===== src/rtl/gpio_pkg.sv =====
package gpio_pkg;
  localparam int ADDR_W = 8;
  typedef logic [ADDR_W-1:0] addr_t;

  localparam addr_t OD_ADDR    = 8'h2E;
  localparam addr_t CTRL_ADDR  = 8'h2F;
  localparam addr_t RAW_A_ADDR = 8'h10;
  localparam addr_t RAW_B_ADDR = 8'h11;

  function automatic addr_t data_addr(input int k);
    return addr_t'(2 * k);
  endfunction

  function automatic addr_t dir_addr(input int k);
    return addr_t'(2 * k + 1);
  endfunction
endpackage


===== src/rtl/gpio_sync.sv =====
module gpio_sync #(
  parameter int W = 8
) (
  input  logic         clk,
  input  logic [W-1:0] d,
  output logic [W-1:0] q
);
  logic [W-1:0] stage1_q, stage2_q;

  always_ff @(posedge clk) begin
    stage1_q <= d;
    stage2_q <= stage1_q;
  end

  assign q = stage2_q;
endmodule


===== src/rtl/gpio_port.sv =====
module gpio_port #(
  parameter int   W     = 8,
  parameter logic OD_OK = 1'b0
) (
  input  logic         clk,
  input  logic         rst,
  input  logic         data_we,
  input  logic         dir_we,
  input  logic         od_we,
  input  logic         od_wbit,
  input  logic [W-1:0] wdata,
  input  logic [W-1:0] pad_in,
  output logic [W-1:0] pad_out,
  output logic [W-1:0] pad_oe,
  output logic [W-1:0] rd_val,
  output logic [W-1:0] raw_in,
  output logic [W-1:0] dir_val,
  output logic         od_val
);
  logic [W-1:0] latch_q, dir_q, sync_q;
  logic         od_q;

  gpio_sync #(.W(W)) u_sync (.clk(clk), .d(pad_in), .q(sync_q));

  always_ff @(posedge clk) begin
    if (rst) begin
      latch_q <= '0;
      dir_q   <= '0;
      od_q    <= 1'b0;
    end else begin
      if (data_we) latch_q <= wdata;
      if (dir_we)  dir_q   <= wdata;
      if (od_we)   od_q    <= OD_OK & od_wbit;
    end
  end

  assign pad_out = latch_q;
  assign pad_oe  = od_q ? (dir_q & ~latch_q) : dir_q;
  assign rd_val  = (dir_q & latch_q) | (~dir_q & sync_q);
  assign raw_in  = sync_q;
  assign dir_val = dir_q;
  assign od_val  = od_q;

  // the readable pad level is the pad two edges back
  p_sync_depth_r10: assert property (@(posedge clk) disable iff (rst)
    sync_q == $past(pad_in, 2));

  // a data write leaves input pins undriven
  p_input_write_r4: assert property (@(posedge clk) disable iff (rst)
    (data_we && !dir_we) |=> ((pad_oe & ~$past(dir_q)) == '0));

  // in open-drain mode, a latch written high releases the pin
  p_od_release_r8: assert property (@(posedge clk) disable iff (rst)
    (od_q && data_we && !od_we) |=> ((pad_oe & $past(wdata)) == '0));

  // a port that cannot use open-drain never enters the mode
  p_od_capable_r9: assert property (@(posedge clk) disable iff (rst)
    !OD_OK |-> !od_q);
endmodule


===== src/rtl/gpio_ctrl.sv =====
module gpio_ctrl
  import gpio_pkg::*;
#(
  parameter int                   NUM_PORTS  = 9,
  parameter int                   PORT_W     = 8,
  parameter logic [NUM_PORTS-1:0] OD_MASK    = 'h00D,
  parameter int                   RAW_A_PORT = 4,
  parameter int                   RAW_A_LO   = 2,
  parameter int                   RAW_A_HI   = 6,
  parameter int                   RAW_B_PORT = 7,
  parameter int                   RAW_B_LO   = 0,
  parameter int                   RAW_B_HI   = 5
) (
  input  logic                          clk,
  input  logic                          rst,
  input  logic                          bus_wr,
  input  logic                          bus_rd,
  input  logic [ADDR_W-1:0]             bus_addr,
  input  logic [PORT_W-1:0]             bus_wdata,
  output logic [PORT_W-1:0]             bus_rdata,
  input  logic [NUM_PORTS*PORT_W-1:0]   pad_in,
  output logic [NUM_PORTS*PORT_W-1:0]   pad_out,
  output logic [NUM_PORTS*PORT_W-1:0]   pad_oe
);
  localparam logic [PORT_W-1:0] MASK_A = PORT_W'(
    ((64'd1 << (RAW_A_HI + 1)) - 64'd1) ^ ((64'd1 << RAW_A_LO) - 64'd1));
  localparam logic [PORT_W-1:0] MASK_B = PORT_W'(
    ((64'd1 << (RAW_B_HI + 1)) - 64'd1) ^ ((64'd1 << RAW_B_LO) - 64'd1));

  logic [PORT_W-1:0] rd_arr  [NUM_PORTS];
  logic [PORT_W-1:0] raw_arr [NUM_PORTS];
  logic [PORT_W-1:0] dir_arr [NUM_PORTS];
  logic [NUM_PORTS-1:0] od_vec;
  logic [PORT_W-1:0] od_word;
  logic              remap_q;
  logic [PORT_W-1:0] rd_mux;
  logic              od_we;

  assign od_we = bus_wr && (bus_addr == OD_ADDR);

  for (genvar k = 0; k < NUM_PORTS; k++) begin : g_port
    localparam logic OK = (k < PORT_W) ? OD_MASK[k] : 1'b0;
    logic wbit;
    if (k < PORT_W) begin : g_wbit
      assign wbit = bus_wdata[k];
    end else begin : g_nowbit
      assign wbit = 1'b0;
    end

    gpio_port #(.W(PORT_W), .OD_OK(OK)) u_port (
      .clk     (clk),
      .rst     (rst),
      .data_we (bus_wr && (bus_addr == data_addr(k))),
      .dir_we  (bus_wr && (bus_addr == dir_addr(k))),
      .od_we   (od_we),
      .od_wbit (wbit),
      .wdata   (bus_wdata),
      .pad_in  (pad_in[k*PORT_W +: PORT_W]),
      .pad_out (pad_out[k*PORT_W +: PORT_W]),
      .pad_oe  (pad_oe[k*PORT_W +: PORT_W]),
      .rd_val  (rd_arr[k]),
      .raw_in  (raw_arr[k]),
      .dir_val (dir_arr[k]),
      .od_val  (od_vec[k])
    );
  end

  for (genvar j = 0; j < PORT_W; j++) begin : g_odw
    if (j < NUM_PORTS) begin : g_on
      assign od_word[j] = od_vec[j];
    end else begin : g_off
      assign od_word[j] = 1'b0;
    end
  end

  always_ff @(posedge clk) begin
    if (rst) remap_q <= 1'b0;
    else if (bus_wr && (bus_addr == CTRL_ADDR)) remap_q <= bus_wdata[0];
  end

  always_comb begin
    rd_mux = '0;
    for (int k = 0; k < NUM_PORTS; k++) begin
      if (bus_addr == data_addr(k)) rd_mux = rd_arr[k];
      if (bus_addr == dir_addr(k))  rd_mux = dir_arr[k];
    end
    if (bus_addr == OD_ADDR)   rd_mux = od_word;
    if (bus_addr == CTRL_ADDR) rd_mux = PORT_W'(remap_q);
    if (remap_q && (bus_addr == RAW_A_ADDR)) rd_mux = raw_arr[RAW_A_PORT] & MASK_A;
    if (remap_q && (bus_addr == RAW_B_ADDR)) rd_mux = raw_arr[RAW_B_PORT] & MASK_B;
  end

  always_ff @(posedge clk) begin
    if (rst)         bus_rdata <= '0;
    else if (bus_rd) bus_rdata <= rd_mux;
  end

  // read data changes only on a read
  p_rdata_hold_r11: assert property (@(posedge clk) disable iff (rst)
    !bus_rd |=> $stable(bus_rdata));

  // raw views never carry bits outside their fields
  p_raw_a_field_r6: assert property (@(posedge clk) disable iff (rst)
    (bus_rd && remap_q && (bus_addr == RAW_A_ADDR)) |=> ((bus_rdata & ~MASK_A) == '0));
  p_raw_b_field_r6: assert property (@(posedge clk) disable iff (rst)
    (bus_rd && remap_q && (bus_addr == RAW_B_ADDR)) |=> ((bus_rdata & ~MASK_B) == '0));
endmodule


===== config.mk =====
export PLATFORM = sky130hd
export DESIGN_NAME = gpio_ctrl
export DESIGN_NICKNAME = d
export VERILOG_FILES = /design/src/rtl/gpio_pkg.sv /design/src/rtl/gpio_sync.sv /design/src/rtl/gpio_port.sv /design/src/rtl/gpio_ctrl.sv
export SDC_FILE = /design/constraint.sdc
export NUM_CORES = 1
export LEC_CHECK = 0
export ABC_CLOCK_PERIOD_IN_PS = 2100
export BUFFER_PORTS_ARGS = -buffer_cell sky130_fd_sc_hd__clkbuf_2
export CELL_PAD_IN_SITES_DETAIL_PLACEMENT = 1
export CELL_PAD_IN_SITES_GLOBAL_PLACEMENT = 2
export CORE_ASPECT_RATIO = 2
export CORE_MARGIN = 2
export CORE_UTILIZATION = 34
export CTS_BUF_LIST = sky130_fd_sc_hd__clkbuf_8
export DETAILED_ROUTE_END_ITERATION = 8
export PLACE_DENSITY = 0.88
export SLEW_MARGIN = 20
export SYNTH_ARGS = -nofsm -noshare
export SYNTH_HDL_FRONTEND = slang
export SYNTH_SLANG_ARGS = --single-unit

===== constraint.sdc =====
create_clock -name clk -period 2.1 [get_ports clk]
set_input_delay 0.21 -clock clk [delete_from_list [all_inputs] [get_ports clk]]
set_output_delay 0.21 -clock clk [all_outputs]
set_load 0.01 [all_outputs]

==> flow_metrics.tcl <==
set metrics [dict create \
    cts_tree "yes" \
    die_y_um 267 \
    dp_hpwl_um 38700 \
    reg2reg_setup_slack_ns 0.17 \
    synth_compound_area_frac 0.203 \
    cts_inserted_buffers 44 \
    status "finished clean" \
    finClkSkew_ns 0.0265 \
    start_util 0.344 \
    busiest_layer "met2" \
    synthTopCellsByArea "dfxtp_1, mux2i_1, a21oi_1, nand2_1, o21ai_0" \
    clockBufferDepth 3 \
    final_area_um2 15600 \
    pwr-share-clk 0.432 \
    drive_above_1_share 0.282 \
    vias_per_cell 5.32 \
    final_nets 1742 \
    synth_nets 1386 \
    combPwrFrac 0.075 \
    placed_area_um2 13900 \
    yosysTopAreaCellShare 0.512 \
    use_met1 0.296 \
    cts.htree.levels 2 \
    die_w_um 135 \
    async_flop_share 0 \
    synthSimpleGateAreaFrac 0.148 \
    synth_top_family_by_area "compound AO/OA/AOI/OAI gates" \
    rsz0062_at_grt "no" \
    clkLatencyLatePin_ns 0.59 \
    overflow 0 \
    grt.met3_usage 0.0304 \
    avgSynthCellArea_um2 9.07 \
    synth_cell_types 73 \
    synth_flop_cell "dfxtp_1" \
    vias 11300 \
    holdWs_ns 0.0794 \
    synthAdderAreaFrac 0 \
    seq_power_share 0.492 \
    cts_root_buf "clkbuf_8" \
    setup_viol 0 \
    rows 96 \
    hp-class "in2reg" \
    die_area_um2 36100 \
    power_mw 12.0 \
    grt_first_pass_wirelength_um 75800 \
    r2r_cells 7 \
    irDropWorstVdd_mv 0.616 \
    tightest_slew_ns 0.808 \
    cts_resized 0 \
    muxShareOfSynthArea 0.0673 \
    switching_share 0.247 \
    max_slew_margin 0.461 \
    final_common_cell "dfxtp_1" \
    area_growth_pct 33.1 \
    grt_use_met2 0.538 \
    end_kind "flop" \
    min_from "rst" \
    crit_type "reg2reg" \
    period_minus_slack_ns 1.93 \
    fin_tns_setup_ns 0 \
    drtAntennaViolNets 0 \
    track_usage 0.286 \
    synth_area_leader_cell "dfxtp_1" \
    yosys_warnings 0 \
    r2r-end "bus_rdata[5]$_SDFFE_PP0P_" \
    hold_end "g_port[7].u_port.pad_out[7]$_SDFFE_PP0P_" \
    syn_area_um2 11700 \
    period_share 0.920 \
    path_max_fanout 6 \
    gp_congestion 0.942 \
    p_leak_nw 6.50 \
    first_global_vias 11900 \
    holdBufCountCts 72 \
    grt_max_degree 54 \
    hold_violations 0 \
    cp-start-kind "flop" \
    synth_edf_count 0 \
    cp.required_ns 2.62 \
    slew_viol_final 0 \
    netlist_instances 1294 \
    synth_seq_cells 300 \
    ios 244 \
    io_buffers 243 \
    switchingPower_mw 2.97 \
    drtPass1Iterations 5 \
    core_area_um2 34100 \
    cts_sinks 300 \
    cp.arrival_ns 2.45 \
    cap_viol_max_count 0 \
    drc 0 \
    wirelength_um 52100 \
    internal_power_mw 9.05 \
    yosys.area_share.xor_xnor 0 \
    power_density_nw_per_um2 770 \
    clk_pin_slew_worst_paths_ns 0.07 \
    hold_depth 3 \
    r2r_start "g_port[7].u_port.dir_val[5]$_SDFFE_PP0P_" \
    layout_common_cells "dfxtp_1, clkbuf_2, nand2_1" \
    fmax_mhz 518 \
    synth_seq_area_share 0.512 \
    drtIter0Drc 711 \
    post_cts.repair.setup_buffers 0 \
    wl_per_cell_um 24.5 \
    antenna_found_initial 4 \
]
[worst max path at each step]
stage / start / endpoint / slack, ns / cells past startpoint
floorplan: bus_addr[3] / bus_rdata[7]$_SDFFE_PP0P_ / 0.33 / 8
global placement: bus_addr[7] / bus_rdata[2]$_SDFFE_PP0P_ / -0.14 / 9
detailed placement: bus_addr[7] / bus_rdata[2]$_SDFFE_PP0P_ / -0.09 / 9
CTS: g_port[7].u_port.dir_val[5]$_SDFFE_PP0P_ / bus_rdata[5]$_SDFFE_PP0P_ / 0.18 / 7
global route: g_port[0].u_port.dir_val[1]$_SDFFE_PP0P_ / bus_rdata[1]$_SDFFE_PP0P_ / 0.008 / 7
finish: g_port[7].u_port.dir_val[5]$_SDFFE_PP0P_ / bus_rdata[5]$_SDFFE_PP0P_ / 0.17 / 7
[through the flow]
stage | util | setup WS [ns] | std cells
floorplan | - | 0.325 | 1294
global placement | 0.408 | -0.135 | 1973
detailed placement | 0.408 | -0.0946 | 1973
CTS | 0.458 | 0.177 | 2125
global route | 0.458 | 0.00766 | 2129
finish | 0.458 | 0.168 | 2129
[cell families after synthesis]
logic type | count (synthesis)
AO/OA/AOI/OAI | 391
AND/OR/NAND/NOR | 363
flip-flops | 300
buffers and inverters | 162
multiplexers | 78
[sequential cells by signal, indices dropped and copies added (netlist names)]
signal,flops
g_port.u_port.pad_out,72
g_port.u_port.u_sync.stage1_q,72
g_port.u_port.u_sync.q,72
g_port.u_port.dir_val,72
g_port.u_port.od_val,3
remap_q,1
bus_rdata,8
[power groups by stage]
stage | Combinational [mW] | Sequential (mW) | Clock (mW)
global placement | 0.775 | 6.04 | 0
finish | 0.904 | 5.92 | 5.20
floorplan | 0.350 | 6.01 | 0
global route | 0.951 | 5.93 | 5.58
CTS | 0.889 | 5.92 | 5.32
detailed placement | 0.779 | 6.04 | 0
[worst max-delay path: stages, from the launching register on]
cell and delay [ns]:
dfxtp_1 0.42, o311ai_0 0.52, buf_4 0.19, a21oi_1 0.06, a311oi_1 0.23, buf_4 0.17, o311a_1 0.17, a211o_1 0.10
[routing by layer]
layer / up-vias / part of all wire
li1: 5212 / -
met1: 5573 / 0.35
met2: 399 / 0.54
met3: 137 / 0.037
met4: 0 / 0.067
met5: - / 0
[layout make-up]
type,instances,area (um^2)
inverter,26,97.6
fill,4051,18500
antenna,4,10.0
clock buffer,57,785
tap,441,552
clock inverter,23,193
multi-input combinational,832,4900
sequential,300,6010
timing repair buffer,446,3080
[Yosys cell counts, types with 6 or more instances]
cell	number
dfxtp_1	300
nand2_1	165
a21oi_1	131
o21ai_0	113
nor2_1	85
mux2i_1	71
clkbuf_1	55
buf_4	51
inv_1	26
a21boi_0	23
buf_2	21
nor2b_1	17
a31oi_1	16
nand3_1	15
o311ai_0	15
nand2b_1	12
a211oi_1	10
buf_1	9
nor3_1	9
nand4_1	8
a221oi_1	7
mux2_2	7
nor2_4	7
o211ai_1	7
o22ai_1	7
o21ai_1	6
Power figures use the tool's default switching activity.
